--- config.mk ---
export PLATFORM = sky130hd
export DESIGN_NAME = mmod_prescaler
export DESIGN_NICKNAME = d
export VERILOG_FILES = /design/src/rtl/mmod_pkg.sv /design/src/rtl/mmod_core23.sv /design/src/rtl/mmod_stage_chain.sv /design/src/rtl/mmod_mode_ctl.sv /design/src/rtl/mmod_prescaler.sv
export SDC_FILE = /design/constraint.sdc
export NUM_CORES = 1
export LEC_CHECK = 0
export ABC_AREA = 1
export CORE_AREA = 4 4 41 43
export CTS_CLUSTER_SIZE = 20
export DETAILED_ROUTE_END_ITERATION = 16
export DIE_AREA = 0 0 45 47
export GPL_TIMING_DRIVEN = 1
export HOLD_SLACK_MARGIN = 0.03
export SLEW_MARGIN = 20
export SYNTH_ARGS = -nofsm -noshare
export SYNTH_HDL_FRONTEND = slang
export SYNTH_SLANG_ARGS = --single-unit
export TNS_END_PERCENT = 100
--- constraint.sdc ---
create_clock -name clk -period 1.8 [get_ports clk]
set_clock_uncertainty 0.15 [all_clocks]
set_input_delay 0.27 -clock clk [delete_from_list [all_inputs] [get_ports clk]]
set_output_delay 0.27 -clock clk [all_outputs]
set_load 0.01 [all_outputs]
--- src/rtl/mmod_pkg.sv ---
package mmod_pkg;

  typedef enum logic {
    CORE_SHORT = 1'b0,
    CORE_LONG  = 1'b1
  } core_mode_e;

endpackage

--- src/rtl/mmod_core23.sv ---
module mmod_core23 #(
  parameter int N1 = 2
) (
  input  logic                   clk,
  input  logic                   rst_n,
  input  logic                   tick,
  input  mmod_pkg::core_mode_e   mode,
  output logic                   period_end
);
  localparam int CW = $clog2(N1 + 1) + 1;

  logic [CW-1:0] cnt;
  logic          at_last;

  always_comb begin
    if (mode == mmod_pkg::CORE_LONG) at_last = (cnt >= CW'(N1));
    else                             at_last = (cnt >= CW'(N1 - 1));
  end

  assign period_end = tick & at_last;

  always_ff @(posedge clk or negedge rst_n) begin
    if (!rst_n)          cnt <= '0;
    else if (period_end) cnt <= '0;
    else if (tick)       cnt <= cnt + CW'(1);
  end

  AST_CORE_COUNT_BOUND: assert property (@(posedge clk) disable iff (!rst_n)
    cnt <= CW'(N1));

  AST_LONG_ENTRY_NEEDS_LONG_MODE: assert property (@(posedge clk) disable iff (!rst_n)
    (cnt == CW'(N1) && $past(cnt) != CW'(N1)) |-> ($past(mode) == mmod_pkg::CORE_LONG));

endmodule

--- src/rtl/mmod_stage_chain.sv ---
module mmod_stage_chain #(
  parameter int NST = 4
) (
  input  logic           clk,
  input  logic           rst_n,
  input  logic           adv,
  output logic [NST-1:0] q,
  output logic           all_ones
);
  logic [NST-1:0] carry;

  assign carry[0] = adv;

  for (genvar i = 1; i < NST; i++) begin : g_carry
    assign carry[i] = carry[i-1] & q[i-1];
  end

  for (genvar i = 0; i < NST; i++) begin : g_stage
    always_ff @(posedge clk or negedge rst_n) begin
      if (!rst_n)        q[i] <= 1'b0;
      else if (carry[i]) q[i] <= ~q[i];
    end
  end

  assign all_ones = &q;

  AST_MSB_FLIPS_ON_WRAP: assert property (@(posedge clk) disable iff (!rst_n)
    !$stable(q[NST-1]) |-> ($past(adv) && (q[NST-2:0] == '0)));

endmodule

--- src/rtl/mmod_mode_ctl.sv ---
module mmod_mode_ctl (
  input  logic                 all_ones,
  input  logic                 swallow_req,
  input  logic                 band_hi,
  output mmod_pkg::core_mode_e mode
);
  logic mc;

  // NAND of the stage decode and the modulus request
  assign mc = ~(all_ones & swallow_req);

  // low band: mc high -> short; high band: polarity inverted
  always_comb begin
    if (band_hi) mode = mc ? mmod_pkg::CORE_LONG  : mmod_pkg::CORE_SHORT;
    else         mode = mc ? mmod_pkg::CORE_SHORT : mmod_pkg::CORE_LONG;
  end

endmodule

--- src/rtl/mmod_prescaler.sv ---
module mmod_prescaler #(
  parameter int N1     = 2,
  parameter int NSTAGE = 4
) (
  input  logic clk,
  input  logic rst_n,
  input  logic in_tick,
  input  logic band_hi,
  input  logic swallow_req,
  output logic div_out
);
  localparam int STG = 1 << NSTAGE;
  localparam int TW  = $clog2(STG * (N1 + 1) + 1) + 1;

  mmod_pkg::core_mode_e mode;
  logic                 core_end;
  logic [NSTAGE-1:0]    stage_q;
  logic                 stage_full;

  mmod_core23 #(.N1(N1)) u_core (
    .clk        (clk),
    .rst_n      (rst_n),
    .tick       (in_tick),
    .mode       (mode),
    .period_end (core_end)
  );

  mmod_stage_chain #(.NST(NSTAGE)) u_chain (
    .clk      (clk),
    .rst_n    (rst_n),
    .adv      (core_end),
    .q        (stage_q),
    .all_ones (stage_full)
  );

  mmod_mode_ctl u_modectl (
    .all_ones    (stage_full),
    .swallow_req (swallow_req),
    .band_hi     (band_hi),
    .mode        (mode)
  );

  assign div_out = stage_q[NSTAGE-1];

  // checker state: ticks per stage-chain wrap, invalidated by a config change
  logic [TW-1:0] chk_ticks;
  logic          chk_dirty;
  logic          cfg_band_q, cfg_swal_q;
  logic          wrap_now;
  logic [TW-1:0] chk_expect;

  assign wrap_now = core_end & stage_full;

  always_comb begin
    if (band_hi) chk_expect = TW'(STG * (N1 + 1)) - TW'(swallow_req);
    else         chk_expect = TW'(STG * N1) + TW'(swallow_req);
  end

  always_ff @(posedge clk or negedge rst_n) begin
    if (!rst_n) begin
      chk_ticks  <= '0;
      chk_dirty  <= 1'b0;
      cfg_band_q <= 1'b0;
      cfg_swal_q <= 1'b0;
    end else begin
      cfg_band_q <= band_hi;
      cfg_swal_q <= swallow_req;
      if (wrap_now) begin
        chk_ticks <= '0;
        chk_dirty <= 1'b0;
      end else begin
        if (in_tick) chk_ticks <= chk_ticks + TW'(1);
        if (band_hi != cfg_band_q || swallow_req != cfg_swal_q) chk_dirty <= 1'b1;
      end
    end
  end

  AST_RESET_CLEARS: assert property (@(posedge clk)
    $rose(rst_n) |-> (div_out == 1'b0));

  AST_HOLD_WITHOUT_TICK: assert property (@(posedge clk) disable iff (!rst_n)
    !in_tick |=> ($stable(div_out) && $stable(stage_q)));

  AST_RATIO_MATCHES_CONFIG: assert property (@(posedge clk) disable iff (!rst_n)
    (wrap_now && !chk_dirty && band_hi == cfg_band_q && swallow_req == cfg_swal_q)
      |-> (chk_ticks + TW'(1) == chk_expect));

endmodule

# Word-level counts from Yosys, hierarchy flattened
# Index checks and enable logic that the tools add are counted.
[word_totals]
reg_bits = 7
input_bits = 5
out_inout_bits = 1
wordCells = 25
[classes]
n_addsub = 1
magnitude_cmp = 2
mux = 6
bitwise = 9
n_reduce_logical = 2
[op_table]
columns = ["operator", "n"]
rows = [
  ["two-way mux 3 bit", 2],
  ["AND 1 bit", 5],
  ["two-way mux 1 bit", 4],
  ["NOT 1 bit", 4],
  ["AND reduction 4 bit", 1],
  ["adder 3 x 1 -> 3 bit (second input constant)", 1],
  [">= comparator 3 x 1 -> 1 bit (second input constant)", 1],
  [">= comparator 3 x 2 -> 1 bit (second input constant)", 1],
  ["nonzero test 2 bit", 1],
]

# Longest topological paths before layout
[logic_depth]
word_depth = 9
ltp_mapped = 9
mapped_depth_nobuf = 9

# By module
# Synthesis repeated with hierarchy kept, for this count alone.
[hier_totals]
cells_unflattened = 55
hier_area_um2 = 395.4
[by_module_without_submodules]
columns = ["module", "n_inst", "cells_per_inst", "area_each_um2", "seq_area_each_um2"]
rows = [
  ["mmod_core23", 1, 28, 193.9, 75.1],
  ["mmod_stage_chain", 1, 22, 181.4, 100.1],
  ["mmod_mode_ctl", 1, 5, 20.0, 0.0],
]

# Worst setup path before layout
# Ideal clock, no wire load.
[synth_path]
path_type = "register -> register"
start = "register u_core.cnt[0]"
end = "register u_chain.q[1]"
setup_ps = 121
arrival_ps = 1187
required_time_ps = 1529
path_slack_ps = 343
path_stages_with_launch = 9
n_path_buf = 0
synth_period_minus_slack_ps = 1457
path_cell_list = "dfrtp_1 inv_1 ha_1 nor3_1 nand3_2 nand2_2 nor2_4 nand3b_1 nand2_1"
[synth_via]
elab_chain_cells = 4
elab_cells_between_ends = 5
cone_classes = "order compare (2); mux (1); bitwise (2)"
[synth_rtl]
columns = ["item", "line_no", "rtl"]
rows = [
  ["from (decl)", "mmod_core23.sv:12", "logic [CW-1:0] cnt;"],
  ["from (signal assigned)", "mmod_core23.sv:25", "else if (tick) cnt <= cnt + CW'(1);"],
  [">= comparator 3 x 1 -> 1 bit / >= comparator 3 x 2 -> 1 bit (equally long branches)", "mmod_core23.sv:17, mmod_core23.sv:16", ""],
  ["two-way mux 1 bit (*)", "mmod_core23.sv:16", "if (mode == mmod_pkg::CORE_LONG) at_last = (cnt >= CW'(N1));"],
  ["AND 1 bit (*)", "mmod_core23.sv:20", "assign period_end = tick & at_last;"],
  ["AND 1 bit (*)", "mmod_stage_chain.sv:15", "assign carry[i] = carry[i-1] & q[i-1];"],
  ["to (signal, indexed assignment)", "mmod_stage_chain.sv:21", "else if (carry[i]) q[i] <= ~q[i];"],
  ["to (decl)", "mmod_stage_chain.sv:7", "output logic [NST-1:0] q,"],
]
# Every way passes the cells marked *; elsewhere a longest branch is shown, timed or not.
# A chain may end at the register's enable or synchronous reset.

# Worst setup path in the final report
[layout_path]
start = "register u_chain.q[3]"
end = "output port div_out"
[layout_lines]
columns = ["item", "line_no", "rtl"]
rows = [
  ["to (decl)", "mmod_prescaler.sv:10", "output logic div_out"],
]
# No word-level cell between the ends.

==> run_results.csv <==
group,metric,value,unit
global_route,grt_pass1_vias,325,
synth,yosysMostFrequentCell,"nand2_1",
worst_setup_path,cp-end-kind,"output pin",
clocking,clk_pin_slew,0.05,ns
global_route,track_usage,8.699,%
synth,ys_top_cells_by_count,"nand2_1, inv_1, dfrtp_1, nand3_1",
synth,async_flop_share,100.0,%
routing,drtIter0Drc,6,
sta,layout_setup_ws,0.1750,ns
routing,drtPass1Iterations,4,
floorplan,start_util,34.81,%
power_and_ir_drop,p_leak,0.2647,nW
floorplan,die_h,47,um
place,gp_congestion,0.6930,
synth,synth_top_area_share,38.67,%
worst_setup_path,cpPeakStageDelay,0.56,ns
clocking,clk_latency,0.24,ns
synth,synth-edff-count,0,
layout,fin_util,42.12,%
clocking,post_cts_buffers,0,
worst_setup_path,worstPathMaxFanout,5,
worst_setup_path,required,1.38,ns
worst_setup_path,crit_chain,"clkdlybuf4s50_1",
floorplan,coreArea,0.001301,mm^2
clocking,clockBufferDepth,2,
sta,fmax,615.4,MHz
synth,avgSynthCellArea,8.546,um^2
worst_setup_path,crit_arrival,1.21,ns
run,cap_violations,0,
layout,area_delta_synth_final,20.99,%
layout,stdcell_count,77,
power_and_ir_drop,vdd_ir_drop_max,0.6554,mV
place,port_buffers,5,
sta,finalSetupViolations,0,
clocking,cts_tree,"built",
global_route,grt_pass1_wl,1186,um
floorplan,rows,13,
worst_setup_path,path_delay_family,"buffers and inverters",
place,preCtsSetupSlack,-0.01883,ns
floorplan,fp.dieW,45,um
global_route,use_met3,1.149,%
routing,route.vias.total,347,
routing,drc,0,
sta,rsz0062_at_grt,"no",
synth,ys_seq_area_share,38.67,%
synth,synth_ff_type,"dfrtp_1",
routing,viasPerCell,4.506,
routing,wl_per_cell,9.091,um
global_route,grt_remaining_overflow,0,
layout,drive_gt1_share,20.97,%
worst_setup_path,critPathBufInv,1,
synth,synthCells,53,
clocking,cts_max_level,1,
min_path,hold_class,"in -> async",
clocking,cts_repair_resize_count,0,
place,dpl-instance-area,521.8,um^2
synth,syn_nets,61,
clocking,ctsHoldBuffers,0,
layout,finish.instance_area,548.0,um^2
place,dp_hpwl,591.4,um
global_route,use_met2,13.84,%
place,dp_cells,73,
routing,routed_wl,700,um
synth,synth_area,452.9,um^2
sta,post-route-period-util,90.28,%
layout,nets,71,
synth,netlist_top_cells_area,"dfrtp_1, ha_1, nand2_1",
floorplan,io_pins,6,
global_route,grt_max_degree,8,
power_and_ir_drop,power.density,1500,mW/mm^2
sta,drv_slew,0,
layout,diodes,0,
synth,synth_warnings,0,
sta,fin_crit,1.625,ns
clocking,cts_root_buf,"clkbuf_4",
global_route,antenna_found_initial,0,
floorplan,die-area,0.002115,mm^2
global_route,gr-usage-met1,7.728,%
run_status,status,"complete, no violations",
sta,hold_slack,0.1187,ns
synth,ys_types,19,
global_route,grt.busiest_layer,"met4",
worst_setup_path,crit_slowest_cell,"clkdlybuf4s50_1",
worst_setup_path,cp-start-kind,"flop",
sta,maxSlewHeadroom,81.35,%
sta,tightestPinTransition,0.2789,ns
synth,synth_seq_cells,7,
routing,ant_nets,0,
synth,synth_top_cell_by_area,"dfrtp_1",
clocking,numCtsBuffers,3,
sta,finalHoldViolCount,0,
clocking,clkSinkCount,7,
worst_setup_path,path_class,"reg -> out",
[cells in the final DEF, fill, tap and decap left out, drive strengths merged]
master / count
nand4: 1
xor2: 2
o21ai: 4
nor2: 3
clkdlybuf4s50: 5
inv: 9
nand3: 8
o21bai: 1
clkbuf: 4
a21oi: 1
nand2: 11
nor3: 1
ha: 3
nand3b: 2
dfrtp: 7
[state kept, by name, summed over array words and instances, names as in the netlist]
register and flops:
u_chain.q 4, u_core.cnt 3
[per-stage QoR]
stage	power, mW	setup TNS, ns
global placement	0.6892	-0.002516
global route	0.9108	0
finish	0.8222	0
detailed placement	0.6912	-0.03886
floorplan	0.5953	0
CTS	0.8369	0
[final timing paths]
| path | start | to | slack, ns | cells past startpoint |
|---|---|---|---|---|
| setup / recovery | u_chain.q[3]$_DFFE_PN0P_ | div_out | 0.17 | 1 |
| hold / removal | rst_n | u_chain.q[3]$_DFFE_PN0P_ | 0.12 | 1 |
| setup reg to reg | u_core.cnt[0]$_DFFE_PN0P_ | u_core.cnt[1]$_DFFE_PN0P_ | 0.24 | 7 |
| hold reg to reg | u_chain.q[1]$_DFFE_PN0N_ | u_chain.q[1]$_DFFE_PN0N_ | 0.37 | 2 |
| max in group asynchronous | rst_n | u_core.cnt[0]$_DFFE_PN0P_ | 1.17 | 1 |
| min in group clk | u_chain.q[1]$_DFFE_PN0N_ | u_chain.q[1]$_DFFE_PN0N_ | 0.37 | 2 |
[layout make-up]
| class | count | area [um^2] |
|---|---|---|
| Fill cell | 144 | 753.2 |
| Multi-Input combinational cell | 37 | 244.0 |
| Inverter | 9 | 33.78 |
| Clock buffer | 4 | 26.28 |
| Timing Repair Buffer | 5 | 50.05 |
| Tap cell | 15 | 18.77 |
| Sequential cell | 7 | 175.2 |
[kinds of logic (layout without fill, tap and decap cells)]
logic type,count (synthesis),after routing,share of synthesized area (%)
buffers and inverters,9,18,7.458
and+or+nand+nor,26,26,32.87
adders and majority gates,3,3,8.288
AOI/OAI and AO/OA,6,6,8.840
DFF,7,7,38.67
xor gates and xnor gates,2,2,3.868
[metal layers]
metal  vias to the layer above  routed length, um
li1                        187                  -
met1                       152                330
met2                         4                326
met3                         4                 12
met4                         0                 31
met5                         -                  0
[power breakdown]
part	leakage (nW)	switching, mW	internal (mW)
registers	0.0876	0.0701	0.235
logic	0.162	0.225	0.157
clock network	0.0150	0.0504	0.0841
No activity file was read; power rests on OpenSTA's default activity.
